===== src/rtl/lsc_pkg.sv =====
package lsc_pkg;

   typedef enum logic [1:0] {
      ST_IDLE = 2'd0,
      ST_RUN  = 2'd1,
      ST_DONE = 2'd2
   } st_state_e;

   // Alternating bit pattern of the requested width; phase selects the value of bit 0.
   function automatic logic [1023:0] alt_bits(input int unsigned width, input logic phase);
      logic [1023:0] v;
      v = '0;
      for (int unsigned i = 0; i < width; i++) begin
         v[i] = phase ^ i[0];
      end
      return v;
   endfunction

endpackage


===== src/rtl/lsc_delay_line.sv =====
module lsc_delay_line #(
   parameter int unsigned WIDTH  = 64,
   parameter int unsigned STAGES = 2
) (
   input  logic             clk,
   input  logic             rst_n,
   input  logic [WIDTH-1:0] d_i,
   output logic [WIDTH-1:0] q_o,
   output logic             ready_o
);

   logic [WIDTH-1:0] stg [STAGES];
   logic [STAGES-1:0] fill_q;

   always_ff @(posedge clk or negedge rst_n) begin
      if (!rst_n) stg[0] <= '0;
      else        stg[0] <= d_i;
   end

   generate
      for (genvar s = 1; s < STAGES; s++) begin : g_stage
         always_ff @(posedge clk or negedge rst_n) begin
            if (!rst_n) stg[s] <= '0;
            else        stg[s] <= stg[s-1];
         end
      end
      if (STAGES == 1) begin : g_fill_one
         always_ff @(posedge clk or negedge rst_n) begin
            if (!rst_n) fill_q <= '0;
            else        fill_q <= 1'b1;
         end
      end else begin : g_fill_many
         always_ff @(posedge clk or negedge rst_n) begin
            if (!rst_n) fill_q <= '0;
            else        fill_q <= {fill_q[STAGES-2:0], 1'b1};
         end
      end
   endgenerate

   assign q_o     = stg[STAGES-1];
   assign ready_o = fill_q[STAGES-1];

   // once the pipeline has filled, it stays filled until reset
   a_r4_ready_holds: assert property (@(posedge clk) disable iff (!rst_n)
      ready_o |=> ready_o);

endmodule


===== src/rtl/lsc_compare.sv =====
module lsc_compare #(
   parameter int unsigned WIDTH  = 64,
   parameter int unsigned LANE_W = 8
) (
   input  logic [WIDTH-1:0] a_i,
   input  logic [WIDTH-1:0] b_i,
   output logic             neq_o
);

   localparam int unsigned NLANE = (WIDTH + LANE_W - 1) / LANE_W;
   localparam int unsigned PAD_W = NLANE * LANE_W;

   logic [PAD_W-1:0] diff_pad;
   logic [NLANE-1:0] lane_hit;

   generate
      if (PAD_W == WIDTH) begin : g_exact
         assign diff_pad = a_i ^ b_i;
      end else begin : g_padded
         assign diff_pad = {{(PAD_W-WIDTH){1'b0}}, a_i ^ b_i};
      end
      for (genvar l = 0; l < NLANE; l++) begin : g_lane
         assign lane_hit[l] = |diff_pad[l*LANE_W +: LANE_W];
      end
   endgenerate

   assign neq_o = |lane_hit;

endmodule


===== src/rtl/lsc_selftest.sv =====
module lsc_selftest import lsc_pkg::*; #(
   parameter int unsigned WIDTH = 64
) (
   input  logic             clk,
   input  logic             rst_n,
   input  logic             start_i,
   input  logic             mismatch_i,
   output logic [WIDTH-1:0] pat_a_o,
   output logic [WIDTH-1:0] pat_b_o,
   output logic             busy_o,
   output logic             done_o,
   output logic             pass_o
);

   localparam int unsigned STEPS = WIDTH + 2;
   localparam int unsigned IW    = $clog2(STEPS + 1);
   localparam logic [IW-1:0] LAST = IW'(STEPS - 1);
   localparam logic [WIDTH-1:0] PAT_LO = WIDTH'(alt_bits(WIDTH, 1'b1));
   localparam logic [WIDTH-1:0] PAT_HI = WIDTH'(alt_bits(WIDTH, 1'b0));
   localparam logic [WIDTH-1:0] ONE    = {{(WIDTH-1){1'b0}}, 1'b1};

   st_state_e     state_q;
   logic [IW-1:0] idx_q;
   logic          fail_q, pass_q;
   logic          equal_step, step_bad;

   assign equal_step = (idx_q < IW'(2));
   assign pat_a_o    = (idx_q == IW'(1)) ? PAT_HI : PAT_LO;
   assign pat_b_o    = equal_step ? pat_a_o : (pat_a_o ^ (ONE << (idx_q - IW'(2))));
   assign step_bad   = equal_step ? mismatch_i : !mismatch_i;

   always_ff @(posedge clk or negedge rst_n) begin
      if (!rst_n) begin
         state_q <= ST_IDLE;
         idx_q   <= '0;
         fail_q  <= 1'b0;
         pass_q  <= 1'b0;
      end else begin
         unique case (state_q)
            ST_RUN: begin
               if (idx_q == LAST) begin
                  state_q <= ST_DONE;
                  pass_q  <= !(fail_q || step_bad);
               end else begin
                  idx_q  <= idx_q + IW'(1);
                  fail_q <= fail_q || step_bad;
               end
            end
            default: begin
               if (start_i) begin
                  state_q <= ST_RUN;
                  idx_q   <= '0;
                  fail_q  <= 1'b0;
                  pass_q  <= 1'b0;
               end
            end
         endcase
      end
   end

   assign busy_o = (state_q == ST_RUN);
   assign done_o = (state_q == ST_DONE);
   assign pass_o = pass_q;

   // running and finished are never shown together
   a_r7_busy_done_excl: assert property (@(posedge clk) disable iff (!rst_n)
      $onehot0({busy_o, done_o}));
   // the end of a run always leaves the done flag up
   a_r7_end_to_done: assert property (@(posedge clk) disable iff (!rst_n)
      $fell(busy_o) |-> done_o);
   // a pass result is only ever presented once done
   a_r7_pass_needs_done: assert property (@(posedge clk) disable iff (!rst_n)
      pass_o |-> done_o);

endmodule


===== src/rtl/lockstep_cmp.sv =====
module lockstep_cmp import lsc_pkg::*; #(
   parameter int unsigned BUS_W   = 64,
   parameter int unsigned PRI_DLY = 2,
   parameter int unsigned LANE_W  = 8,
   parameter logic [BUS_W-1:0] CLAMP_VAL = '0
) (
   input  logic             clk,
   input  logic             rst_n,
   input  logic             lockstep_en_i,
   input  logic [BUS_W-1:0] pri_bus_i,
   input  logic [BUS_W-1:0] chk_bus_i,
   input  logic             force_err_i,
   input  logic             err_clr_i,
   input  logic             st_start_i,
   output logic [BUS_W-1:0] chk_sys_o,
   output logic             err_o,
   output logic             st_busy_o,
   output logic             st_done_o,
   output logic             st_pass_o
);

   localparam logic [BUS_W-1:0] FORCE_MASK = {{(BUS_W-1){1'b0}}, 1'b1};

   generate
      if (BUS_W < 2)        begin : g_chk_w    $error("BUS_W must be at least 2");     end
      if (BUS_W > 1024)     begin : g_chk_wmax $error("BUS_W must not exceed 1024");   end
      if (PRI_DLY < 1)      begin : g_chk_d    $error("PRI_DLY must be at least 1");   end
      if (LANE_W < 1)       begin : g_chk_l    $error("LANE_W must be at least 1");    end
   endgenerate

   logic [BUS_W-1:0] pri_dly;
   logic             dly_ready;
   logic [BUS_W-1:0] pat_a, pat_b;
   logic [BUS_W-1:0] cmp_a, cmp_b;
   logic             cmp_neq;
   logic             cmp_en;
   logic             err_q;

   lsc_delay_line #(.WIDTH(BUS_W), .STAGES(PRI_DLY)) u_dly (
      .clk     (clk),
      .rst_n   (rst_n),
      .d_i     (pri_bus_i),
      .q_o     (pri_dly),
      .ready_o (dly_ready)
   );

   assign cmp_a = st_busy_o ? pat_a : pri_dly;
   assign cmp_b = (st_busy_o ? pat_b : chk_bus_i) ^ (force_err_i ? FORCE_MASK : '0);

   lsc_compare #(.WIDTH(BUS_W), .LANE_W(LANE_W)) u_cmp (
      .a_i   (cmp_a),
      .b_i   (cmp_b),
      .neq_o (cmp_neq)
   );

   lsc_selftest #(.WIDTH(BUS_W)) u_st (
      .clk        (clk),
      .rst_n      (rst_n),
      .start_i    (st_start_i),
      .mismatch_i (cmp_neq),
      .pat_a_o    (pat_a),
      .pat_b_o    (pat_b),
      .busy_o     (st_busy_o),
      .done_o     (st_done_o),
      .pass_o     (st_pass_o)
   );

   assign cmp_en = lockstep_en_i && dly_ready && !st_busy_o;

   always_ff @(posedge clk or negedge rst_n) begin
      if (!rst_n) err_q <= 1'b0;
      else        err_q <= (cmp_en && cmp_neq) || (err_q && !err_clr_i);
   end

   assign err_o     = err_q;
   assign chk_sys_o = lockstep_en_i ? CLAMP_VAL : chk_bus_i;

   // an enabled mismatch always lands in the flag
   a_r2_mismatch_sets: assert property (@(posedge clk) disable iff (!rst_n)
      (cmp_en && cmp_neq) |=> err_o);
   // without a clear the flag never drops
   a_r3_err_sticky: assert property (@(posedge clk) disable iff (!rst_n)
      (err_o && !err_clr_i) |=> err_o);
   // no new error while the delay pipeline is still filling
   a_r4_no_err_unfilled: assert property (@(posedge clk) disable iff (!rst_n)
      (!dly_ready && !err_o) |=> !err_o);
   // a running self-test never raises the functional flag
   a_r8_quiet_in_test: assert property (@(posedge clk) disable iff (!rst_n)
      (st_busy_o && !err_o) |=> !err_o);

endmodule


===== config.mk =====
export PLATFORM = sky130hd
export DESIGN_NAME = lockstep_cmp
export DESIGN_NICKNAME = d
export VERILOG_FILES = /design/src/rtl/lsc_pkg.sv /design/src/rtl/lsc_delay_line.sv /design/src/rtl/lsc_compare.sv /design/src/rtl/lsc_selftest.sv /design/src/rtl/lockstep_cmp.sv
export SDC_FILE = /design/constraint.sdc
export NUM_CORES = 1
export LEC_CHECK = 0
export ABC_AREA = 1
export BUFFER_PORTS_ARGS = -buffer_cell sky130_fd_sc_hd__buf_2
export CAP_MARGIN = 15
export CELL_PAD_IN_SITES_DETAIL_PLACEMENT = 0
export CELL_PAD_IN_SITES_GLOBAL_PLACEMENT = 1
export CORE_ASPECT_RATIO = 0.7
export CORE_UTILIZATION = 34
export CTS_CLUSTER_SIZE = 40
export DETAILED_ROUTE_END_ITERATION = 16
export GPL_ROUTABILITY_DRIVEN = 0
export GPL_TIMING_DRIVEN = 0
export PLACE_DENSITY_LB_ADDON = 0.1
export SYNTH_ARGS = -nofsm -noshare
export SYNTH_HDL_FRONTEND = slang
export SYNTH_SLANG_ARGS = --single-unit

===== constraint.sdc =====
create_clock -name clk -period 2.6 [get_ports clk]
set_input_delay 0.39 -clock clk [delete_from_list [all_inputs] [get_ports clk]]
set_output_delay 0.39 -clock clk [all_outputs]
set_load 0.01 [all_outputs]

* Word-level counts from Yosys, hierarchy flattened *
Cells that the tools add are included.

word-level totals
  bits of input ports = 134
  register bits = 142
  word-level logic and storage cells = 53
  output and inout port bits = 68

cells by class
  bitwise gates (word level) = 3
  $lt $le $gt $ge = 1
  equality and inequality tests = 6
  shift-type cells = 1
  reduce and logical (&&, ||, !) cells = 14
  muxes and demuxes = 18
  $add $sub $neg = 2

operators with widths
  cell                                                        number
  2-to-1 mux 64 bit                                           5
  bitwise XOR 64 bit                                          2
  OR reduction 64 bit                                         1
  left shift 1 x 7 -> 64 bit, first input constant            1
  bitwise XOR 64 x 1 -> 64 bit                                1
  2-to-1 mux 7 bit                                            3
  adder 7 x 1 -> 7 bit, second input constant                 1
  == test 7 x 1 -> 1 bit, second input constant               1
  == test 7 bit, second input constant                        1
  less-than comparator 7 x 2 -> 1 bit, second input constant  1
  2-to-1 mux 1 bit                                            7
  subtractor 7 x 2 -> 7 bit, second input constant            1
  2-to-1 mux 2 bit                                            3
  logical AND 1 bit                                           4
  logical NOT 1 bit                                           4
  AND reduction 2 bit                                         2
  == test 2 x 1 -> 1 bit, second input constant               1
  == test 2 bit, second input constant                        1
  logical OR 1 bit                                            2
  inequality test 2 x 1 -> 1 bit, second input constant       1
  inequality test 2 bit, second input constant                1
  nonzero test 2 bit                                          1

* Longest topological paths before layout *
Gate-level depths: netlist of the first run.

  depth in word-level cells = 14
  mapped depth = 24
  mapped depth without buffers = 24

* By module *
Synthesis of the first run repeated with hierarchy kept, for this count alone.

unflattened totals
  cell total of the unflattened synthesis = 1440
  area total of the unflattened synthesis = 9515.4 um^2

by module, submodules not included
  module          cells an instance  sequential area each (um^2)  area an instance (um^2)  times used
  lsc_delay_line  195                3253.1                       3737.3                   1
  lsc_selftest    424                275.3                        2453.6                   1
  lockstep_cmp    496                25.0                         2054.5                   1
  lsc_compare     325                0.0                          1270.0                   1

* Worst setup path before layout of the first run *
OpenSTA, ideal clock, no wires.

  kind = flip-flop to flip-flop
  from = register u_st.idx_q[1]
  to = register u_st.fail_q
  cell stages (with the launch flop) = 24
  setup time = 0.117 ns
  slack = -0.026 ns
  period minus slack after synthesis = 2.626 ns
  buffers on the path = 1
  arrival = 2.509 ns
  required time = 2.483 ns
  path through = dfrtp_1 > inv_1 > ha_1 > clkbuf_1 > inv_1 > nand2_1 > nor2_1 > inv_1 > nor2_1 > nand2_1 > nand2_1 > nand2_1 > nand2_1 > nand2_1 > nor2_1 > nand2_1 > nor2_1 > nand2_1 > nor2_2 > nand2_1 > nand2_1 > nand3_1 > nand2_1 > nand2_1

between the ends
  cells in the longest elaborated chain, start to end = 13
  elaborated cells between the ends (all ways) = 20
  those cells by class = add/sub: 1; order compare: 1; eq/ne: 3; shift: 1; mux: 7; bitwise: 3; reduce/logical: 4

ends and longest elaborated chain
  element                                                                     RTL line                                text
  start, declared                                                             lsc_selftest.sv:23                      logic [IW-1:0] idx_q;
  start signal, assigned                                                      lsc_selftest.sv:45                      idx_q <= idx_q + IW'(1);
  subtractor 7 x 2 -> 7 bit / == test 7 x 1 -> 1 bit (equally long branches)  lsc_selftest.sv:29, lsc_selftest.sv:28
  left shift 1 x 7 -> 64 bit / 2-to-1 mux 64 bit (equally long branches)      lsc_selftest.sv:29, lsc_selftest.sv:28
  bitwise XOR 64 bit                                                          lsc_selftest.sv:29                      assign pat_b_o = equal_step ? pat_a_o : (pat_a_o ^ (ONE << (idx_q - IW'(2))));
  2-to-1 mux 64 bit                                                           lsc_selftest.sv:29
  2-to-1 mux 64 bit                                                           lockstep_cmp.sv:48                      assign cmp_b = (st_busy_o ? pat_b : chk_bus_i) ^ (force_err_i ? FORCE_MASK : '0);
  bitwise XOR 64 x 1 -> 64 bit                                                lockstep_cmp.sv:48
  bitwise XOR 64 bit                                                          lsc_compare.sv:18                       assign diff_pad = a_i ^ b_i;
  OR reduction 64 bit                                                         lsc_compare.sv:27                       assign neq_o = |lane_hit;
  logical NOT 1 bit                                                           lsc_selftest.sv:30                      assign step_bad = equal_step ? mismatch_i : !mismatch_i;
  2-to-1 mux 1 bit                                                            lsc_selftest.sv:30
  logical OR 1 bit                                                            lsc_selftest.sv:46                      fail_q <= fail_q || step_bad;
  2-to-1 mux 1 bit                                                            lsc_selftest.sv:41                      if (idx_q == LAST) begin
  2-to-1 mux 1 bit                                                            lsc_selftest.sv:39                      unique case (state_q)
  end signal, assigned                                                        lsc_selftest.sv:46
  end, declared                                                               lsc_selftest.sv:24                      logic fail_q, pass_q;

Parallel ways exist; a longest one is shown, timed or not. The select of a mux whose other input is x is not followed.
A chain may end at the register's enable or synchronous reset.

* Worst setup path in the final report of the first run *
  from = register u_st.idx_q[4]
  to = register u_st.fail_q

The elaborated chain is that of the path after synthesis.

==> results by group, run 1 <==
Power
  – Sw Share: 45.4%
  – Total leakage power: 5.67 nW
  – Power Internal: 6.02 mW
  – Power Dens Cells: 1020 mW/mm²
  – Total power: 11.0 mW
  – Clk pwr share: 20.8%
  – Comb power frac: 56.3%
  – Sequential share of power: 22.9%
  – Max VDD drop: 0.722 mV
  – Psw: 5.00 mW

STA
  – F_max: 0.364 GHz
  – Worst slew pin tran: 0.828 ns
  – Slew Limit Fails: 0
  – Final setup fails: 3
  – Worst slew margin: 44.8%
  – Setup TNS: -0.346 ns
  – Final hold viol count: 0
  – Final WS setup: -0.147 ns
  – RSZ-0062 raised after global routing: yes
  – Final hold slack: 0.0521 ns
  – Final min period: 2.75 ns
  – Clk_skew: 0.00805 ns
  – Final period util: 106%

Critical path
  – Critical Path AT: 3.08 ns
  – Crit-path cells: nor2_4 -> nand2_2 -> nor2_4 -> nor2_4 -> inv_4 -> buf_6 -> buf_8 -> o21ai_1 -> nand3_1 -> nand2_1 -> nor2_2 -> nand2_1 -> nor2_1 -> nand2_2 -> nor2_4 -> nand2_2 -> nand2_2 -> nand3_2 -> nand2_1 -> nand2_1
  – Slowest CP cell: dfrtp_1
  – Crit path max fanout: 5
  – Critical Path Sink Type: register
  – Largest stage delay on the critical path: 0.50 ns
  – Crit Path Class: register to register
  – Critical Path RT: 2.93 ns
  – CP startpoint kind: register

Clocking
  – Clock Tree Buf Depth: 2
  – CTS tree: done
  – H-Tree Depth: 4
  – Reg clk slew, reported paths: 0.06 ns
  – Total CTS buffers: 17
  – Clock Tree Root: clkbuf_16
  – CTS Sinks: 142
  – Clock latency on the worst-skew pair: 0.44 ns

Layout
  – Final core utilization: 48.9%
  – Syn-to-layout area delta: 38.8%
  – Final Cell Area: 0.0108 mm²
  – NumNets Final: 1,488
  – Layout cells sized above 1: 31.6%
  – Post-Layout Cell Count: 1,664

Flow run
  – Total of max-cap violations: 0

Logic synthesis
  – Yosys cell types: 35
  – Mapped Area: 0.00777 mm²
  – Syn_nets: 1,222
  – Register area share after synthesis: 45.7%
  – Top-count cell post-synth: nand2_1
  – Top area cells in the synthesized netlist: dfrtp_1 (46%), nand2_1 (12%), nand3_1 (10%), nor2_1 (7.1%), inv_1 (6.1%)
  – Post-synth top area cell: dfrtp_1
  – Top_reg_cell synth: dfrtp_1
  – EDFF count, synth: 0
  – Ys Warns: 0
  – Mean Syn Cell Area: 7.19 µm²
  – Synth top area share: 45.7%
  – Flops & latches, synth: 142
  – Leading cell types by count after synthesis: nand2_1 (247), nand3_1 (160), nor2_1 (147)
  – FFs w/ async S/R, synth: 100%
  – Mapped Cells: 1,081

GRT
  – Vias in the first global route: 7,684
  – Initial antenna violation count: 1
  – GR Util All Layers: 25.7%
  – First-pass GRT wire length: 44,600 µm
  – Pin count of the biggest net entering global routing: 77
  – Grt ovf: 0

Place
  – Detailed placement HPWL: 21,200 µm
  – Placed insts: 1,587
  – Post-DP Area: 0.00919 mm²
  – Pre-CTS setup slack: -0.886 ns
  – PortBufs: 200

Floorplan
  – Die Span Y: 129 µm
  – Initial Util: 35.2%
  – Ports: 202
  – Die X-Extent: 183 µm
  – FP Rows: 45
  – Core Box Area: 0.0221 mm²
  – Die area: 0.0235 mm²

Route
  – Via count: 8,088
  – Vias per cell: 4.86
  – Routed wire length: 28,900 µm
  – Initial DRC count: 659
  – Wire per inst: 17.3 µm
  – Antenna Nets Post-Route: 0
  – Residual DRC: 0
  – First drt pass iteration count: 5

Hold path
  – Hold Crit Class: input port to register

Outcome
  – Run status: complete, but fails checks
  – Failing checks: negative setup slack
[worst paths after layout]
path | end | cells after the start | slack (ns) | start
max | u_st.fail_q | 20 | -0.15 | u_st.idx_q[4]
max in group asynchronous | u_dly.stg[102] | 3 | 1.32 | rst_n
max reg2reg | u_st.fail_q | 20 | -0.15 | u_st.idx_q[4]
min reg2reg | u_dly.q_o[19] | 0 | 0.34 | u_dly.stg[83]
min in group asynchronous | err_o | 2 | 0.49 | rst_n
min | u_dly.stg[82] | 1 | 0.05 | pri_bus_i[18]
[area by class of cell]
type,instances,area [µm²]
Tap cell,305,382
Fill cell,2261,11300
Clock inverter,13,116
Inverter,138,531
Antenna cell,1,2.50
Buffer,52,394
Timing Repair Buffer,248,1520
Clock buffer,17,425
Multi-Input combinational cell,748,3860
Sequential cell,142,3560
[routing by layer]
metal / track usage [%] / wire [µm] / up-vias / part of all wire [%]
met4: 7.71 / 538 / 0 / 1.9
met2: 38.9 / 12600 / 303 / 44
met5: 0 / 0 / - / 0
met3: 5.15 / 1950 / 37 / 6.7
met1: 37.1 / 13800 / 3785 / 48
li1: - / - / 3963 / -
[critical path: cells and delay by family, from the launching register on]
family                 cells  cell delay, ns
flip-flops                 1            0.50
AO/OA/AOI/OAI              1            0.06
AND/OR/NAND/NOR           16            1.68
buffers and inverters      3            0.38
[sequential cells by signal, summed over array words and instances, names as in the netlist]
name          flops
u_st.pass_o       1
u_dly.fill_q      2
err_o             1
u_dly.q_o        64
u_st.state_q      2
u_st.fail_q       1
u_dly.stg        64
u_st.idx_q        7
[power groups by stage]
stage	sequential, mW	combinational (mW)	clock [mW]
final	2.52	6.20	2.30
after global routing	2.54	6.76	2.44
after CTS	2.51	5.64	2.35
after detailed placement	2.56	4.40	0
after global placement	2.56	4.39	0
after floorplan	2.52	3.00	0
[cell families after synthesis]
logic type                 count (synthesis)  share of synthesized area (%)
xor gates and xnor gates                   5                          0.564
other                                      1                         0.0482
adders and majority gates                  7                           1.13
DFF                                      142                           45.7
and+or+nand+nor                          605                           34.2
AOI/OAI and AO/OA                        130                           8.52
buffers and inverters                    191                           9.85
[repair_timing]
action | CTS | global route
pin swaps | 50 | 54
resized for setup | 142 | 49
endpoints found under the setup margin | 9 | 4
setup buffers | 28 | 11
hold buffers | 1 | 0
cloned | 7 | 1
hold endpoints to repair | 48 | 0
[layout by cell type (no fill, tap or decap), types with 5 or more instances in the layout]
| master | count |
|---|---|
| clkbuf_1 | 11 |
| buf_4 | 33 |
| nor2_1 | 121 |
| clkbuf_16 | 19 |
| nor3_1 | 6 |
| nand3b_1 | 9 |
| nand2_1 | 228 |
| buf_6 | 15 |
| buf_12 | 5 |
| o21ai_0 | 72 |
| dfrtp_1 | 139 |
| o21ai_1 | 46 |
| nand2_2 | 18 |
| buf_2 | 207 |
| inv_6 | 5 |
| inv_2 | 10 |
| nor2_2 | 18 |
| clkbuf_2 | 13 |
| nor2_4 | 19 |
| nand3_2 | 16 |
| nand4_1 | 8 |
| nand2_4 | 9 |
| inv_1 | 123 |
| nand3_1 | 143 |
Note: power is estimated with default switching activity, not from simulation.
==> run 2: changes to the inputs <==
--- a/config.mk
+++ b/config.mk
@@ -17,6 +17,7 @@
 export GPL_ROUTABILITY_DRIVEN = 0
 export GPL_TIMING_DRIVEN = 0
 export PLACE_DENSITY_LB_ADDON = 0.1
+export SETUP_SLACK_MARGIN = 0.3
 export SYNTH_ARGS = -nofsm -noshare
 export SYNTH_HDL_FRONTEND = slang
 export SYNTH_SLANG_ARGS = --single-unit
==> results by group, run 2 (synthesis results as in run 1) <==
Critical path
  – Crit path max fanout: 6 (was 5)
  – CP startpoint kind: register (unchanged)
  – Worst Setup SP: u_st.idx_q[4] (unchanged)
  – Critical Path AT: 3.09 ns (was 3.08 ns)
  – Critical Path RT: 2.93 ns (about the same)
  – Critical Path Sink Type: register (unchanged)
  – Crit Path Class: register to register (unchanged)
  – Worst R2R Start: u_st.idx_q[4] (unchanged)

Place
  – Detailed placement HPWL: 21,500 µm (was 21,200 µm)
  – PortBufs: 200 (unchanged)
  – Placed insts: 1,587 (unchanged)

Outcome
  – Run status: complete, but fails checks (unchanged)
  – Failing checks: negative setup slack (unchanged)

STA
  – Final period util: 106% (about the same)
  – Setup TNS: -0.372 ns (was -0.346 ns)
  – RSZ-0062 raised after global routing: yes (unchanged)
  – Final min period: 2.77 ns (was 2.75 ns)
  – Worst slew margin: 46.0% (was 44.8%)
  – Final hold viol count: 0 (unchanged)
  – Final WS setup: -0.168 ns (was -0.147 ns)
  – Worst slew pin tran: 0.809 ns (was 0.828 ns)
  – Final setup fails: 3 (unchanged)
  – Clk_skew: 0.00733 ns (was 0.00805 ns)
  – Slew Limit Fails: 0 (unchanged)
  – F_max: 0.361 GHz (was 0.364 GHz)

Clocking
  – Clock Tree Buf Depth: 2 (unchanged)
  – Total CTS buffers: 17 (unchanged)
  – CTS Sinks: 142 (unchanged)
  – CTS tree: done (unchanged)
  – H-Tree Depth: 4 (unchanged)
  – Clock Tree Root: clkbuf_16 (unchanged)
  – Reg clk slew, reported paths: 0.06 ns (about the same)
  – Clock latency on the worst-skew pair: 0.44 ns (about the same)

Layout
  – Layout cells sized above 1: 32.8% (was 31.6%)
  – Post-Layout Cell Count: 1,670 (was 1,664)
  – Most frequent cells in the layout: nand2_1 (226), buf_2 (205), nand3_1 (143) (was nand2_1 (228), buf_2 (207), nand3_1 (143))
  – Most common cell after layout, fill and taps aside: nand2_1 (unchanged)
  – Diode count: 0 (was 1)
  – NumNets Final: 1,494 (was 1,488)
  – Syn-to-layout area delta: 40.1% (was 38.8%)

GRT
  – GR Util All Layers: 25.6% (was 25.7%)
  – Initial antenna violation count: 0 (was 1)
  – Pin count of the biggest net entering global routing: 81 (was 77)
  – Vias in the first global route: 7,737 (was 7,684)
  – First-pass GRT wire length: 44,200 µm (was 44,600 µm)
  – Grt ovf: 0 (unchanged)

Floorplan
  – Core Box Area: 0.0221 mm² (unchanged)
  – Ports: 202 (unchanged)
  – Die X-Extent: 183 µm (unchanged)
  – Die area: 0.0235 mm² (unchanged)
  – Initial Util: 35.2% (unchanged)
  – Die Span Y: 129 µm (unchanged)
  – FP Rows: 45 (unchanged)

Route
  – Initial DRC count: 609 (was 659)
  – Wire per inst: 17.4 µm (was 17.3 µm)
  – Via count: 8,197 (was 8,088)
  – Antenna Nets Post-Route: 0 (unchanged)
  – Residual DRC: 0 (unchanged)
  – First drt pass iteration count: 5 (unchanged)
  – Vias per cell: 4.91 (was 4.86)
  – Routed wire length: 29,000 µm (was 28,900 µm)

Power
  – Max VDD drop: 0.644 mV (was 0.722 mV)
  – Total leakage power: 5.75 nW (was 5.67 nW)
  – Power Dens Cells: 1050 mW/mm² (was 1020 mW/mm²)

Hold path
  – HP Start: pri_bus_i[17] (was pri_bus_i[18])
  – Hold Crit Class: input port to register (unchanged)

Flow run
  – Total of max-cap violations: 0 (unchanged)
[run 2: changes by cell type in the layout (fill, tap and decap cells not counted), sizes merged]
cell,delta
buf,+7
bufinv,+3
clkbuf,-1
clkinvlp,-2
diode,-1
[run 2: path summary, 6_finish.rpt]
check / endpoint / slack (ns) / depth (start not counted)
worst max-delay path: u_st.fail_q / -0.17 / 21
max in group asynchronous: u_dly.stg[84] / 1.33 / 3
worst min register to register: u_dly.q_o[52] / 0.35 / 0
worst min-delay path: u_dly.stg[81] / 0.05 / 1
min in group asynchronous: u_st.state_q[0] / 0.48 / 2
worst max register to register: u_st.fail_q / -0.17 / 21
[run 2: routing by layer]
metal / vias to the layer above / track usage (%) / part of all wire, %
li1: 3968 / - / -
met1: 3871 / 36.0 / 47
met2: 312 / 39.6 / 44
met3: 46 / 5.15 / 7.1
met4: 0 / 8.01 / 1.9
met5: - / 0 / 0
[run 2: cell type report]
cell class / count / area, µm²
well taps: 305 / 382
flip-flops and latches: 142 / 3560
clock buffers: 17 / 425
clock inverters: 14 / 208
repair buffers: 253 / 1510
multi-input cells: 748 / 3880
fillers: 2268 / 11200
plain buffers: 53 / 392
inverters: 138 / 541
[run 2: critical path: stages, from the launching register on]
cell and delay (ns):
dfrtp_2 0.47, nor2_4 0.19, nand2_2 0.11, nor2_4 0.22
nor2_4 0.07, inv_4 0.09, buf_6 0.13, buf_8 0.13
buf_8 0.14, o21ai_1 0.07, nand3_1 0.10, nand2_2 0.09
nor2_1 0.10, nand2_1 0.05, nor2_1 0.09, nand2_1 0.08
nor2_4 0.20, nand2_2 0.08, nand2_2 0.07, nand3_1 0.06
nand2_1 0.06, nand2_1 0.05
[run 2: power breakdown]
part | switching [mW] | total (mW) | leakage [nW] | internal, mW
Clock | 1.02 | 2.64 | 0.308 | 1.62
Sequential | 0.132 | 2.52 | 1.66 | 2.39
Combinational | 3.89 | 6.24 | 3.79 | 2.35
Total | 5.05 | 11.4 | 5.75 | 6.36
[run 2: what timing repair did]
item / CTS / global route
pin swaps: 29 / 32
cloned: 2 / 1
buffers inserted: 36 / 12
endpoints found under the setup margin: 59 / 7
hold buffers: 1 / 0
gates resized for setup: 118 / 65
hold endpoints to repair: 62 / 0
[run 2: per-stage QoR]
stage	power [mW]	setup slack (ns)	utilization [%]	cell area (µm²)	hold WS [ns]
2_1_floorplan	5.62	0.297	-	7820	0.0944
3_3_place_gp	7.05	-0.817	41.7	9210	0.333
3_5_place_dp	7.07	-0.628	41.9	9240	0.335
4_1_cts	10.7	-0.0445	47.8	10600	0.0289
5_1_grt	12.1	-0.371	49.3	10900	0.0309
6_report	11.4	-0.168	49.3	10900	0.0484
